==> src/rtl/mbox_pkg.sv <==
// Package: shared address map and status bit positions of the mailbox.
// Assumes a 2-bit master address and a status word of at least 4 bits.
package mbox_pkg;

    localparam int ADDR_W = 2;

    typedef enum logic [ADDR_W-1:0] {
        MB_ADDR_OUT  = 2'd0,
        MB_ADDR_IN   = 2'd1,
        MB_ADDR_STAT = 2'd2,
        MB_ADDR_RSV  = 2'd3
    } mb_addr_e;

    localparam int ST_OUT_FULL = 0;
    localparam int ST_IN_FULL  = 1;
    localparam int ST_OUT_OVR  = 2;
    localparam int ST_IN_OVR   = 3;
    localparam int ST_BITS     = 4;

endpackage

==> src/rtl/mbox_strobe_decode.sv <==
// Module: decodes the slave's active-low strobes and chip select.
// It produces the bus output enable, a one-cycle pulse when a read begins,
// and a one-cycle pulse on the clock where a selected write strobe deasserts.
// Assumes the strobes have already been brought into the clk domain.
module mbox_strobe_decode (
    input  logic clk,
    input  logic rst_n,
    input  logic s_rd_n,
    input  logic s_wr_n,
    input  logic s_cs_n,
    output logic rd_oe,
    output logic rd_start,
    output logic wr_done
);
    logic rd_q;
    logic wr_n_q;

    // Combinational read enable and edge pulses.
    always_comb begin
        rd_oe    = ~s_rd_n & ~s_cs_n;
        rd_start = rd_oe & ~rd_q;
        wr_done  = s_wr_n & ~wr_n_q & ~s_cs_n;
    end

    // Remember the previous read enable and write strobe level.
    always_ff @(posedge clk) begin
        if (!rst_n) begin
            rd_q   <= 1'b0;
            wr_n_q <= 1'b1;
        end else begin
            rd_q   <= rd_oe;
            wr_n_q <= s_wr_n;
        end
    end
endmodule

==> src/rtl/mbox_slot.sv <==
// Module: a one-byte mailbox slot with a full flag and a sticky overrun bit.
// A load stores data and sets full. A take clears full unless a load happens
// in the same cycle. A load while full, with no take, sets overrun. A clear
// request drops overrun, but a simultaneous set takes priority.
module mbox_slot #(
    parameter int DATA_W = 8
) (
    input  logic              clk,
    input  logic              rst_n,
    input  logic              load,
    input  logic [DATA_W-1:0] load_data,
    input  logic              take,
    input  logic              clr_ovr,
    output logic [DATA_W-1:0] data,
    output logic              full,
    output logic              ovr
);
    logic ovr_set;

    // Overrun condition: a fill while the byte is still unread.
    always_comb ovr_set = load & full & ~take;

    // Data register: holds the last loaded byte.
    always_ff @(posedge clk) begin
        if (!rst_n)    data <= '0;
        else if (load) data <= load_data;
    end

    // Full flag: a fill sets it, a take clears it, and a fill wins.
    always_ff @(posedge clk) begin
        if (!rst_n) full <= 1'b0;
        else        full <= load | (full & ~take);
    end

    // Sticky overrun: a set wins over a clear.
    always_ff @(posedge clk) begin
        if (!rst_n)       ovr <= 1'b0;
        else if (ovr_set) ovr <= 1'b1;
        else if (clr_ovr) ovr <= 1'b0;
    end
endmodule

==> src/rtl/mbox_host_if.sv <==
// Module: master-side address decode and read multiplexer.
// Writes to the outbound or status address become strobes, and a read of
// the inbound address becomes a take. Read data is combinational and is zero
// while no read is requested or the address is reserved.
module mbox_host_if
    import mbox_pkg::*;
#(
    parameter int DATA_W = 8
) (
    input  logic                  m_wr_en,
    input  logic                  m_rd_en,
    input  logic [ADDR_W-1:0]     m_addr,
    input  logic [DATA_W-1:0]     out_data,
    input  logic [DATA_W-1:0]     in_data,
    input  logic [DATA_W-1:0]     status,
    output logic                  out_load,
    output logic                  in_take,
    output logic                  ovr_clr,
    output logic [DATA_W-1:0]     m_rdata
);
    // Strobes decoded from the master access.
    always_comb begin
        out_load = m_wr_en & (m_addr == MB_ADDR_OUT);
        ovr_clr  = m_wr_en & (m_addr == MB_ADDR_STAT);
        in_take  = m_rd_en & (m_addr == MB_ADDR_IN);
    end

    // Read data multiplexer.
    always_comb begin
        m_rdata = '0;
        if (m_rd_en) begin
            case (m_addr)
                MB_ADDR_OUT:  m_rdata = out_data;
                MB_ADDR_IN:   m_rdata = in_data;
                MB_ADDR_STAT: m_rdata = status;
                default:      m_rdata = '0;
            endcase
        end
    end
endmodule

==> src/rtl/mbox_port.sv <==
// Module: top of the dual-processor byte mailbox.
// The outbound slot is filled by the master and emptied by a slave read.
// The inbound slot is filled by a slave write and emptied by a master read.
// Assumes all inputs are synchronous to clk.
module mbox_port
    import mbox_pkg::*;
#(
    parameter int DATA_W = 8
) (
    input  logic              clk,
    input  logic              rst_n,
    input  logic              m_wr_en,
    input  logic              m_rd_en,
    input  logic [1:0]        m_addr,
    input  logic [DATA_W-1:0] m_wdata,
    output logic [DATA_W-1:0] m_rdata,
    input  logic              s_rd_n,
    input  logic              s_wr_n,
    input  logic              s_cs_n,
    input  logic [DATA_W-1:0] s_wdata,
    output logic [DATA_W-1:0] s_rdata,
    output logic              s_oe
);
    localparam int PAD_W = DATA_W - ST_BITS;

    logic              rd_start, wr_done;
    logic              out_load, in_take, ovr_clr;
    logic [DATA_W-1:0] out_data, in_data, status;
    logic              out_full, in_full, out_ovr, in_ovr;

    mbox_strobe_decode u_dec (
        .clk(clk), .rst_n(rst_n),
        .s_rd_n(s_rd_n), .s_wr_n(s_wr_n), .s_cs_n(s_cs_n),
        .rd_oe(s_oe), .rd_start(rd_start), .wr_done(wr_done)
    );

    mbox_host_if #(.DATA_W(DATA_W)) u_host (
        .m_wr_en(m_wr_en), .m_rd_en(m_rd_en), .m_addr(m_addr),
        .out_data(out_data), .in_data(in_data), .status(status),
        .out_load(out_load), .in_take(in_take), .ovr_clr(ovr_clr),
        .m_rdata(m_rdata)
    );

    mbox_slot #(.DATA_W(DATA_W)) u_out (
        .clk(clk), .rst_n(rst_n),
        .load(out_load), .load_data(m_wdata), .take(rd_start),
        .clr_ovr(ovr_clr),
        .data(out_data), .full(out_full), .ovr(out_ovr)
    );

    mbox_slot #(.DATA_W(DATA_W)) u_in (
        .clk(clk), .rst_n(rst_n),
        .load(wr_done), .load_data(s_wdata), .take(in_take),
        .clr_ovr(ovr_clr),
        .data(in_data), .full(in_full), .ovr(in_ovr)
    );

    // Status word assembly and slave bus gating.
    always_comb begin
        status = {{PAD_W{1'b0}}, in_ovr, out_ovr, in_full, out_full};
        s_rdata = s_oe ? out_data : '0;
    end
endmodule

==> config.mk <==
export PLATFORM = sky130hd
export DESIGN_NAME = mbox_port
export DESIGN_NICKNAME = d
export VERILOG_FILES = /design/src/rtl/mbox_pkg.sv /design/src/rtl/mbox_strobe_decode.sv /design/src/rtl/mbox_slot.sv /design/src/rtl/mbox_host_if.sv /design/src/rtl/mbox_port.sv
export SDC_FILE = /design/constraint.sdc
export NUM_CORES = 1
export LEC_CHECK = 0
export ABC_CLOCK_PERIOD_IN_PS = 1650
export BUFFER_PORTS_ARGS = -buffer_cell sky130_fd_sc_hd__buf_4
export CORE_ASPECT_RATIO = 0.9
export CORE_UTILIZATION = 51
export CTS_CLUSTER_SIZE = 28
export DETAILED_ROUTE_END_ITERATION = 16
export PLACE_DENSITY_LB_ADDON = 0.2
export SKIP_CTS_REPAIR_TIMING = 1
export SLEW_MARGIN = 10
export SYNTH_ARGS = -nofsm -noshare
export SYNTH_HDL_FRONTEND = slang
export SYNTH_SLANG_ARGS = --single-unit
==> constraint.sdc <==
create_clock -name clk -period 1.65 [get_ports clk]
set_input_delay 0.0825 -clock clk [delete_from_list [all_inputs] [get_ports clk]]
set_output_delay 0.0825 -clock clk [all_outputs]
set_load 0.03 [all_outputs]
==> results.py, run 1 <==
metrics = {
    "placement": {
        "dp_hpwl_microns": 1772,
        "dp.cells": 171,
        "portBuffers": 41,
        "pre_cts_ws_ns": 0.5188,
        "place_area_sq_um": 1403,
        "gp_congestion": 0.7901,
    },
    "finish": {
        "area_growth_pct": 33.56,
        "utilization": 0.7423,
        "instances_no_fill": 176,
        "antenna_cells": 0,
        "final_common_cell": "buf_4",
        "layout.nets": 177,
        "design_area_sq_um": 1449,
        "layout-drive-gt1-share": 0.3311,
        "mostFrequentLayoutCells": "buf_4 (44), mux2i_1 (24), dfxtp_1 (22)",
    },
    "route": {
        "ant_nets": 0,
        "drc": 0,
        "wire_per_inst_microns": 14.05,
        "drt_iter0_drc": 11,
        "via_per_inst": 5.051,
        "routed_wl_microns": 2472,
        "vias": 889,
        "drt_first_pass_iters": 4,
    },
    "sta": {
        "skew_ns": 0.01246,
        "period_share": 0.8109,
        "fin_crit_ns": 1.338,
        "setup_viol": 0,
        "final_max_slew_viol_count": 0,
        "setup_tns_ns": 0,
        "rsz0062_at_grt": "false",
        "maxSlewHeadroom": 0.6028,
        "tightest_slew_ns": 0.5936,
        "setup_ws_ns": 0.3120,
        "whs_ns": 0.002608,
        "finalHoldViolCount": 0,
        "timing.fmax_mhz": 747.4,
    },
    "synth": {
        "syn-cell-area_sq_um": 1085,
        "syn_nets": 133,
        "synth_top_area_frac": 0.4060,
        "synth_top_area_cell": "dfxtp_1",
        "synth.distinct_cells": 21,
        "yosysWarnings": 0,
        "synth_area_per_cell_sq_um": 10.04,
        "seq_area_frac_synth": 0.4060,
        "synth_area_leaders": "dfxtp_1 (41%), mux2i_1 (22%), nor2b_1 (10%)",
        "synth_cells": 108,
        "yosys_register_bits": 22,
    },
    "die": {
        "die_h_microns": 45.76,
        "pin_count": 42,
        "initial_utilization": 0.5558,
        "die_w_microns": 50.62,
        "die-area_sq_um": 2316,
        "rows": 15,
        "core_area_sq_um": 1952,
    },
    "grt": {
        "grt_pass1_vias": 874,
        "grt_pass1_wl_microns": 3843,
        "grt_max_degree": 24,
        "overflow": 0,
        "grt_usage": 0.2368,
        "antenna_found_initial": 0,
    },
    "critical_path": {
        "arrival_ns": 1.26,
        "cp_cell_sequence": "mux2i_1 > or2_0 > a21boi_1 > buf_4",
        "end_kind": "output pin",
        "slowest_delay_ns": 0.37,
        "cp-start-kind": "register",
        "cp.required_ns": 1.57,
        "crit_type": "register to output pin",
        "rr_worst_depth": 4,
        "critPathMaxFanout": 3,
        "crit_path_top_delay_cell": "dfxtp_1",
    },
    "power": {
        "power.switching_uw": 253.3,
        "switching_share": 0.2485,
        "pwr-share-clk": 0.304,
        "p_total_mw": 1.019,
        "p_leak_nw": 0.6236,
        "p_seq_frac": 0.546,
        "intPower_uw": 766.1,
        "pwr_density_cell_nw_per_um2": 703.6,
        "p_comb_frac": 0.151,
        "vdd_drop_max_mv": 0.6740,
    },
    "clocking": {
        "cts_sinks": 22,
        "cts_root_buf": "clkbuf_4",
        "numCtsBuffers": 3,
        "clk_pin_slew_ns": 0.13,
        "cts_buffer_depth": 2,
        "cts-htree-levels": 1,
        "tritoncts": "yes",
        "worstSkewPairLatency_ns": 0.33,
    },
    "outcome": {
        "status": "completed",
    },
    "min_path": {
        "min_path_type": "input port to register",
        "worstHoldPathCells": 3,
    },
    "flow_run": {
        "cap_violations": 0,
    },
}
==> cells by family (layout without fill, tap and decap cells) <==
group,count (synthesis),in the layout,synth area share
buf+inv,6,49,0.04499
simple gates,49,49,0.2757
flops,22,22,0.4060
mux,24,24,0.2215
compound gates,7,7,0.05191
==> cell type report <==
cell class,count,area (sq um)
Clock buffer,4,36.28
Tap cell,25,31.28
Fill cell,161,503.0
Multi-Input combinational cell,80,600.6
Timing Repair Buffer,45,340.3
Sequential cell,22,440.4
==> registers in the layout, summed over array words and instances (netlist names) <==
signal / cells
u_dec.rd_q: 1
u_dec.wr_n_q: 1
u_in.data: 8
u_in.full: 1
u_in.ovr: 1
u_out.data: 8
u_out.full: 1
u_out.ovr: 1
==> path summary, 6_finish.rpt <==
check / slack [ns] / startpoint / to
setup / recovery: 0.31 / u_out.data[1] / m_rdata[1]
hold / removal: 0.003 / s_wdata[6] / u_in.data[6]
setup reg to reg: 0.56 / u_dec.wr_n_q / u_in.data[7]
hold reg to reg: 0.47 / u_in.ovr / u_in.ovr
==> synthesized netlist by cell type (all sizes together) <==
library cell and count:
nand3b 2, and2 13, o31ai 1, o211a 1
or2 1, o2bb2ai 3, a21oi 1, nor2b 18
a21boi 1, nor2 5, nand3 1, dfxtp 22
buf 4, mux2i 24, nand2b 3, nand4 1
clkbuf 2, nor3b 3, nand2 2
==> worst max-delay path, delay by kind of cell, from the launching register on <==
kind / cells / cell delay [ns]
buffers and inverters: 1 / 0.17
AND/OR/NAND/NOR: 1 / 0.20
AO/OA/AOI/OAI: 1 / 0.13
multiplexers: 1 / 0.07
flip-flops: 1 / 0.37
==> power groups by stage <==
stage               Clock [mW]  Combinational [mW]  Sequential, mW
global route             0.325               0.165           0.558
detailed placement           0               0.152           0.568
finish                   0.310               0.154           0.556
CTS                      0.313               0.153           0.556
floorplan                    0              0.0850           0.565
global placement             0               0.148           0.567
==> per-layer routing <==
layer	up-vias	track usage	part of all wire
met5	-	0	0
met2	25	0.4053	0.51
met3	4	0.06000	0.042
li1	450	-	-
met1	410	0.2787	0.43
met4	0	0.1222	0.018
Power figures use the tool's default switching activity.
==> run 2, diff against run 1 <==
- ABC_AREA: unset -> 1
- ABC_CLOCK_PERIOD_IN_PS: 1650 -> 1300
- CORE_UTILIZATION: 51 -> 46
- clock period: 1.65 -> 1.3 ns (I/O delays scaled with it)
==> results.py, run 2 <==
metrics = {
    "placement": {
        "dp_hpwl_microns": 1869,
        "portBuffers": 41,
        "gp_congestion": 0.7985,
    },
    "synth": {
        "synth_top_area_cell": "dfxtp_1",
        "synth_cells": 150,
        "yosysWarnings": 0,
        "syn-cell-area_sq_um": 1010,
        "yosys_register_bits": 22,
        "synth_area_leaders": "dfxtp_1 (44%), nand2_1 (15%), a21oi_1 (9.4%)",
        "synth_area_per_cell_sq_um": 6.731,
        "synth_top_area_frac": 0.4362,
        "synth-async-reset-ratio": 0,
        "synth_edf_count": 0,
        "syn_nets": 175,
        "seq_area_frac_synth": 0.4362,
        "synth.most_common_cell": "nand2_1",
        "synth-main-ff-cell": "dfxtp_1",
        "synth_common_cells": "nand2_1 (41), dfxtp_1 (22), a21oi_1 (19), inv_1 (19), nand3_1 (16)",
        "synth.distinct_cells": 15,
    },
    "clocking": {
        "clk_pin_slew_ns": 0.11,
        "cts-htree-levels": 1,
        "cts_root_buf": "clkbuf_4",
        "tritoncts": "yes",
        "numCtsBuffers": 3,
        "cts_sinks": 22,
        "cts_buffer_depth": 2,
        "worstSkewPairLatency_ns": 0.32,
    },
    "die": {
        "die_h_microns": 46.45,
        "rows": 15,
        "initial_utilization": 0.5075,
        "pin_count": 42,
        "die-area_sq_um": 2387,
        "die_w_microns": 51.39,
        "core_area_sq_um": 1989,
    },
    "critical_path": {
        "slowest_delay_ns": 0.38,
        "crit_type": "register to output pin",
        "r2r_setup_slack_ns": 0.27,
        "worstReg2RegStart": "u_dec.wr_n_q",
        "arrival_ns": 1.13,
        "path_delay_family": "flip-flops",
        "critPathBufInv": 2,
        "rr_worst_depth": 3,
        "path_common_cell": "nand2_1",
        "critPathMaxFanout": 3,
        "cp.required_ns": 1.24,
        "cp-start-kind": "register",
        "cp_cell_sequence": "nand2_1 > nand3_1 > nand2_1 > inv_1 > buf_4",
        "reg2reg_to": "u_in.data[0]",
        "crit_path_top_delay_cell": "dfxtp_1",
        "end_kind": "output pin",
    },
    "sta": {
        "tightest_slew_ns": 0.4213,
        "final_max_slew_viol_count": 0,
        "maxSlewHeadroom": 0.7188,
        "setup_viol": 0,
        "timing.fmax_mhz": 840.0,
        "finalHoldViolCount": 1,
        "fin_crit_ns": 1.190,
        "skew_ns": 0.007640,
        "whs_ns": -0.002306,
        "setup_tns_ns": 0,
        "rsz0062_at_grt": "false",
        "period_share": 0.9158,
    },
    "power": {
        "p_leak_nw": 0.6721,
        "vdd_drop_max_mv": 0.7831,
        "pwr_density_cell_nw_per_um2": 928.2,
        "p_total_mw": 1.293,
    },
    "min_path": {
        "min-delay-start": "s_wdata[1]",
        "min_path_type": "input port to register",
        "hold_path_end": "u_in.data[1]",
        "worstHoldPathCells": 3,
    },
    "finish": {
        "antenna_cells": 0,
        "reg.largest.list": "u_in.data (8), u_out.data (8)",
        "layout-drive-gt1-share": 0.2577,
        "fill_cells": 198,
        "mostFrequentLayoutCells": "nand2_1 (41), buf_4 (41), dfxtp_1 (22)",
        "utilization": 0.7000,
        "area_growth_pct": 37.92,
        "layout.nets": 220,
    },
    "grt": {
        "overflow": 0,
        "grt_max_degree": 18,
        "grt_pass1_vias": 965,
        "antenna_found_initial": 0,
        "grt_pass1_wl_microns": 4057,
        "grt_usage": 0.2311,
    },
    "route": {
        "drt_first_pass_iters": 4,
        "wire_per_inst_microns": 11.53,
        "drc": 0,
        "ant_nets": 0,
        "vias": 1072,
        "routed_wl_microns": 2526,
        "drt_iter0_drc": 20,
        "via_per_inst": 4.895,
    },
    "outcome": {
        "status": "finished, violations left",
        "violations": "negative hold slack",
    },
    "flow_run": {
        "cap_violations": 0,
    },
}
run 2: area by class of cell:
type / count / area [sq um] / share of cell area
Inverter: 19 / 71.32 / 0.05121
Multi-Input combinational cell: 105 / 475.5 / 0.3414
Timing Repair Buffer: 44 / 337.8 / 0.2426
Clock buffer: 4 / 36.28 / 0.02606
Sequential cell: 22 / 440.4 / 0.3163
Tap cell: 25 / 31.28 / 0.02246
run 2: report_power, final:
group | internal [mW] | switching (mW) | total, mW
clock network | 0.171 | 0.207 | 0.379
registers | 0.698 | 0.0141 | 0.712
logic | 0.0916 | 0.110 | 0.202
total | 0.961 | 0.332 | 1.29
run 2: worst max-delay path by stage:
stage	startpoint	slack [ns]	to	cells after the start
4_1_cts	u_out.full	0.09	m_rdata[0]	5
6_report	u_out.full	0.11	m_rdata[0]	5
3_5_place_dp	u_dec.wr_n_q	0.28	u_in.data[0]	3
3_3_place_gp	s_cs_n	0.34	u_out.ovr	7
5_1_grt	u_out.full	0.02	m_rdata[0]	5
2_1_floorplan	s_cs_n	0.43	s_rdata[0]	4
run 2: kinds of logic (layout without fill, tap and decap cells):
group           after synthesis  count (layout)  share of synthesized area
buf+inv                      23              67                    0.09294
flops                        22              22                     0.4362
compound gates               28              28                     0.1388
simple gates                 77              77                     0.3321
run 2: stage by stage:
step / area (sq um) / std cells / setup slack (ns)
after floorplan: 1010 / 150 / 0.4254
after global placement: 1326 / 212 / 0.3367
after detailed placement: 1326 / 212 / 0.2839
after CTS: 1363 / 216 / 0.09234
after global routing: 1393 / 219 / 0.01986
final: 1393 / 219 / 0.1095
run 2: worst register-to-register path, delay by kind of cell (launching register included):
family	cells	cell delay [ns]
AND/OR/NAND/NOR	2	0.50
flip-flops	1	0.33
AO/OA/AOI/OAI	1	0.08
run 2: routing by layer:
| layer | track usage | share of wire |
|---|---|---|
| met5 | 0 | 0 |
| met4 | 0.04865 | 0.0032 |
| met3 | 0.05941 | 0.051 |
| met2 | 0.4104 | 0.51 |
| met1 | 0.2837 | 0.44 |
==> run 3, diff against run 2 <==
- ABC_AREA: 1 -> unset
- CORE_UTILIZATION: 46 -> 47
==> results.py, run 3 (same netlist as run 1, synthesis figures left out) <==
metrics = {
    "critical_path": {
        "reg2reg_to": "u_in.data[4]",
        "rr_worst_depth": 4,
        "critPathMaxFanout": 2,
        "arrival_ns": 1.19,
        "worstReg2RegStart": "u_dec.wr_n_q",
        "cp.required_ns": 1.24,
        "cp-start-kind": "register",
        "r2r_setup_slack_ns": 0.24,
        "end_kind": "output pin",
        "crit_type": "register to output pin",
    },
    "power": {
        "vdd_drop_max_mv": 1.281,
        "power.switching_uw": 320.2,
        "intPower_mw": 1.129,
        "pwr-share-clk": 0.364,
        "p_leak_nw": 0.6785,
        "pwr_density_cell_nw_per_um2": 926.0,
        "p_comb_frac": 0.149,
        "switching_share": 0.2209,
        "p_seq_frac": 0.487,
    },
    "sta": {
        "fin_crit_ns": 1.259,
        "tightest_slew_ns": 0.3201,
        "finalHoldViolCount": 0,
        "rsz0062_at_grt": "true",
        "maxSlewHeadroom": 0.7848,
        "period_share": 0.9683,
        "skew_ns": 0.009081,
        "timing.fmax_mhz": 794.4,
        "setup_viol": 0,
        "whs_ns": 0.001551,
        "final_max_slew_viol_count": 0,
    },
    "die": {
        "initial_utilization": 0.4971,
        "core_area_sq_um": 2182,
        "pin_count": 42,
        "die_w_microns": 52.64,
        "rows": 16,
        "die-area_sq_um": 2504,
        "die_h_microns": 47.58,
    },
    "flow_run": {
        "cap_violations": 0,
    },
    "placement": {
        "portBuffers": 41,
        "dp_hpwl_microns": 1776,
        "gp_congestion": 0.7542,
        "place_area_sq_um": 1428,
    },
    "finish": {
        "antenna_cells": 0,
        "fill_cells": 168,
        "layout.nets": 186,
        "regArea_sq_um": 449.2,
        "area_growth_pct": 44.29,
        "layout-drive-gt1-share": 0.3875,
        "reg.largest.list": "u_in.data (8), u_out.data (8)",
        "mostFrequentLayoutCells": "buf_4 (46), mux2i_1 (24), nor2b_1 (18)",
        "multiInputGateArea_sq_um": 600.6,
        "final_common_cell": "buf_4",
        "design_area_sq_um": 1565,
    },
    "route": {
        "drc": 0,
        "drt_first_pass_iters": 4,
        "via_per_inst": 5.048,
        "wire_per_inst_microns": 13.41,
        "vias": 944,
        "routed_wl_microns": 2508,
        "ant_nets": 0,
        "drt_iter0_drc": 15,
    },
    "min_path": {
        "hold_path_end": "u_out.data[2]",
        "min_path_type": "input port to register",
        "worstHoldPathCells": 3,
        "min-delay-start": "m_wdata[2]",
    },
    "grt": {
        "overflow": 0,
        "grt_pass1_vias": 740,
        "antenna_found_initial": 0,
        "grt_usage": 0.2015,
        "grt_pass1_wl_microns": 3519,
        "grt_max_degree": 24,
    },
    "clocking": {
        "cts_sinks": 22,
        "numCtsBuffers": 3,
        "clk_pin_slew_ns": 0.13,
        "cts_buffer_depth": 2,
        "cts-htree-levels": 1,
        "tritoncts": "yes",
        "cts_root_buf": "clkbuf_4",
        "worstSkewPairLatency_ns": 0.31,
    },
    "outcome": {
        "status": "completed",
    },
}
[run 3: changes by cell type in the layout (fill, tap and decap cells not counted), moves of 7 or more]
| cell | change |
|---|---|
| nand2_1 | -39 |
| a21oi_1 | -18 |
| o21ai_0 | -8 |
| inv_1 | -19 |
| and2_1 | +13 |
| mux2i_1 | +24 |
| dfxtp_2 | +7 |
| dfxtp_1 | -7 |
| nor2_1 | -9 |
| nand3_1 | -15 |
| nor2b_1 | +18 |
[run 3: power by group through the flow]
stage / Sequential (mW) / Clock, mW / Combinational [mW]
floorplan: 0.717 / 0 / 0.108
global placement: 0.721 / 0 / 0.195
detailed placement: 0.721 / 0 / 0.199
CTS: 0.706 / 0.543 / 0.201
global route: 0.709 / 0.568 / 0.232
finish: 0.706 / 0.527 / 0.216
[run 3: worst max-delay path: stages, from the launching register on]
cell	delay [ns]
dfxtp_2	0.35
mux2i_1	0.06
or2_0	0.20
a21boi_1	0.12
buf_4	0.17
[run 3: stage by stage]
step	total power, mW	util	worst slack [ns]	setup TNS, ns	cells
2_1_floorplan	0.8246	-	0.1828	0	108
3_3_place_gp	0.9158	0.6542	0.2801	0	176
3_5_place_dp	0.9195	0.6542	0.2585	0	176
4_1_cts	1.450	0.6783	-0.009824	-0.02153	180
5_1_grt	1.509	0.7173	-0.03781	-0.06851	187
6_report	1.449	0.7173	0.04118	0	187
[run 3: worst max-delay path by stage]
stage                        startpoint            to  slack [ns]  cells after the start
after global placement     u_dec.wr_n_q  u_in.data[7]        0.28                      4
after CTS                 u_out.data[1]    m_rdata[1]       -0.01                      4
after detailed placement   u_dec.wr_n_q  u_in.data[7]        0.26                      4
after global routing       u_in.data[1]    m_rdata[1]       -0.04                      4
after floorplan                  s_cs_n    s_rdata[0]        0.18                      2
final                      u_in.data[1]    m_rdata[1]        0.04                      4
[run 3: layout make-up]
class | count | share of cell area
well taps | 27 | 0.02158
clock buffers | 3 | 0.01439
clock inverters | 1 | 0.01918
flip-flops and latches | 22 | 0.2870
repair buffers | 54 | 0.2742
multi-input cells | 80 | 0.3837
[run 3: layer usage]
layer | wire [microns] | part of all wire | vias to the layer above | GRT usage
met5 | 0 | 0 | - | 0
li1 | - | - | 470 | -
met1 | 1138 | 0.45 | 445 | 0.2418
met2 | 1258 | 0.50 | 29 | 0.3519
met4 | 0 | 0 | 0 | 0.05263
met3 | 111 | 0.044 | 0 | 0.06667
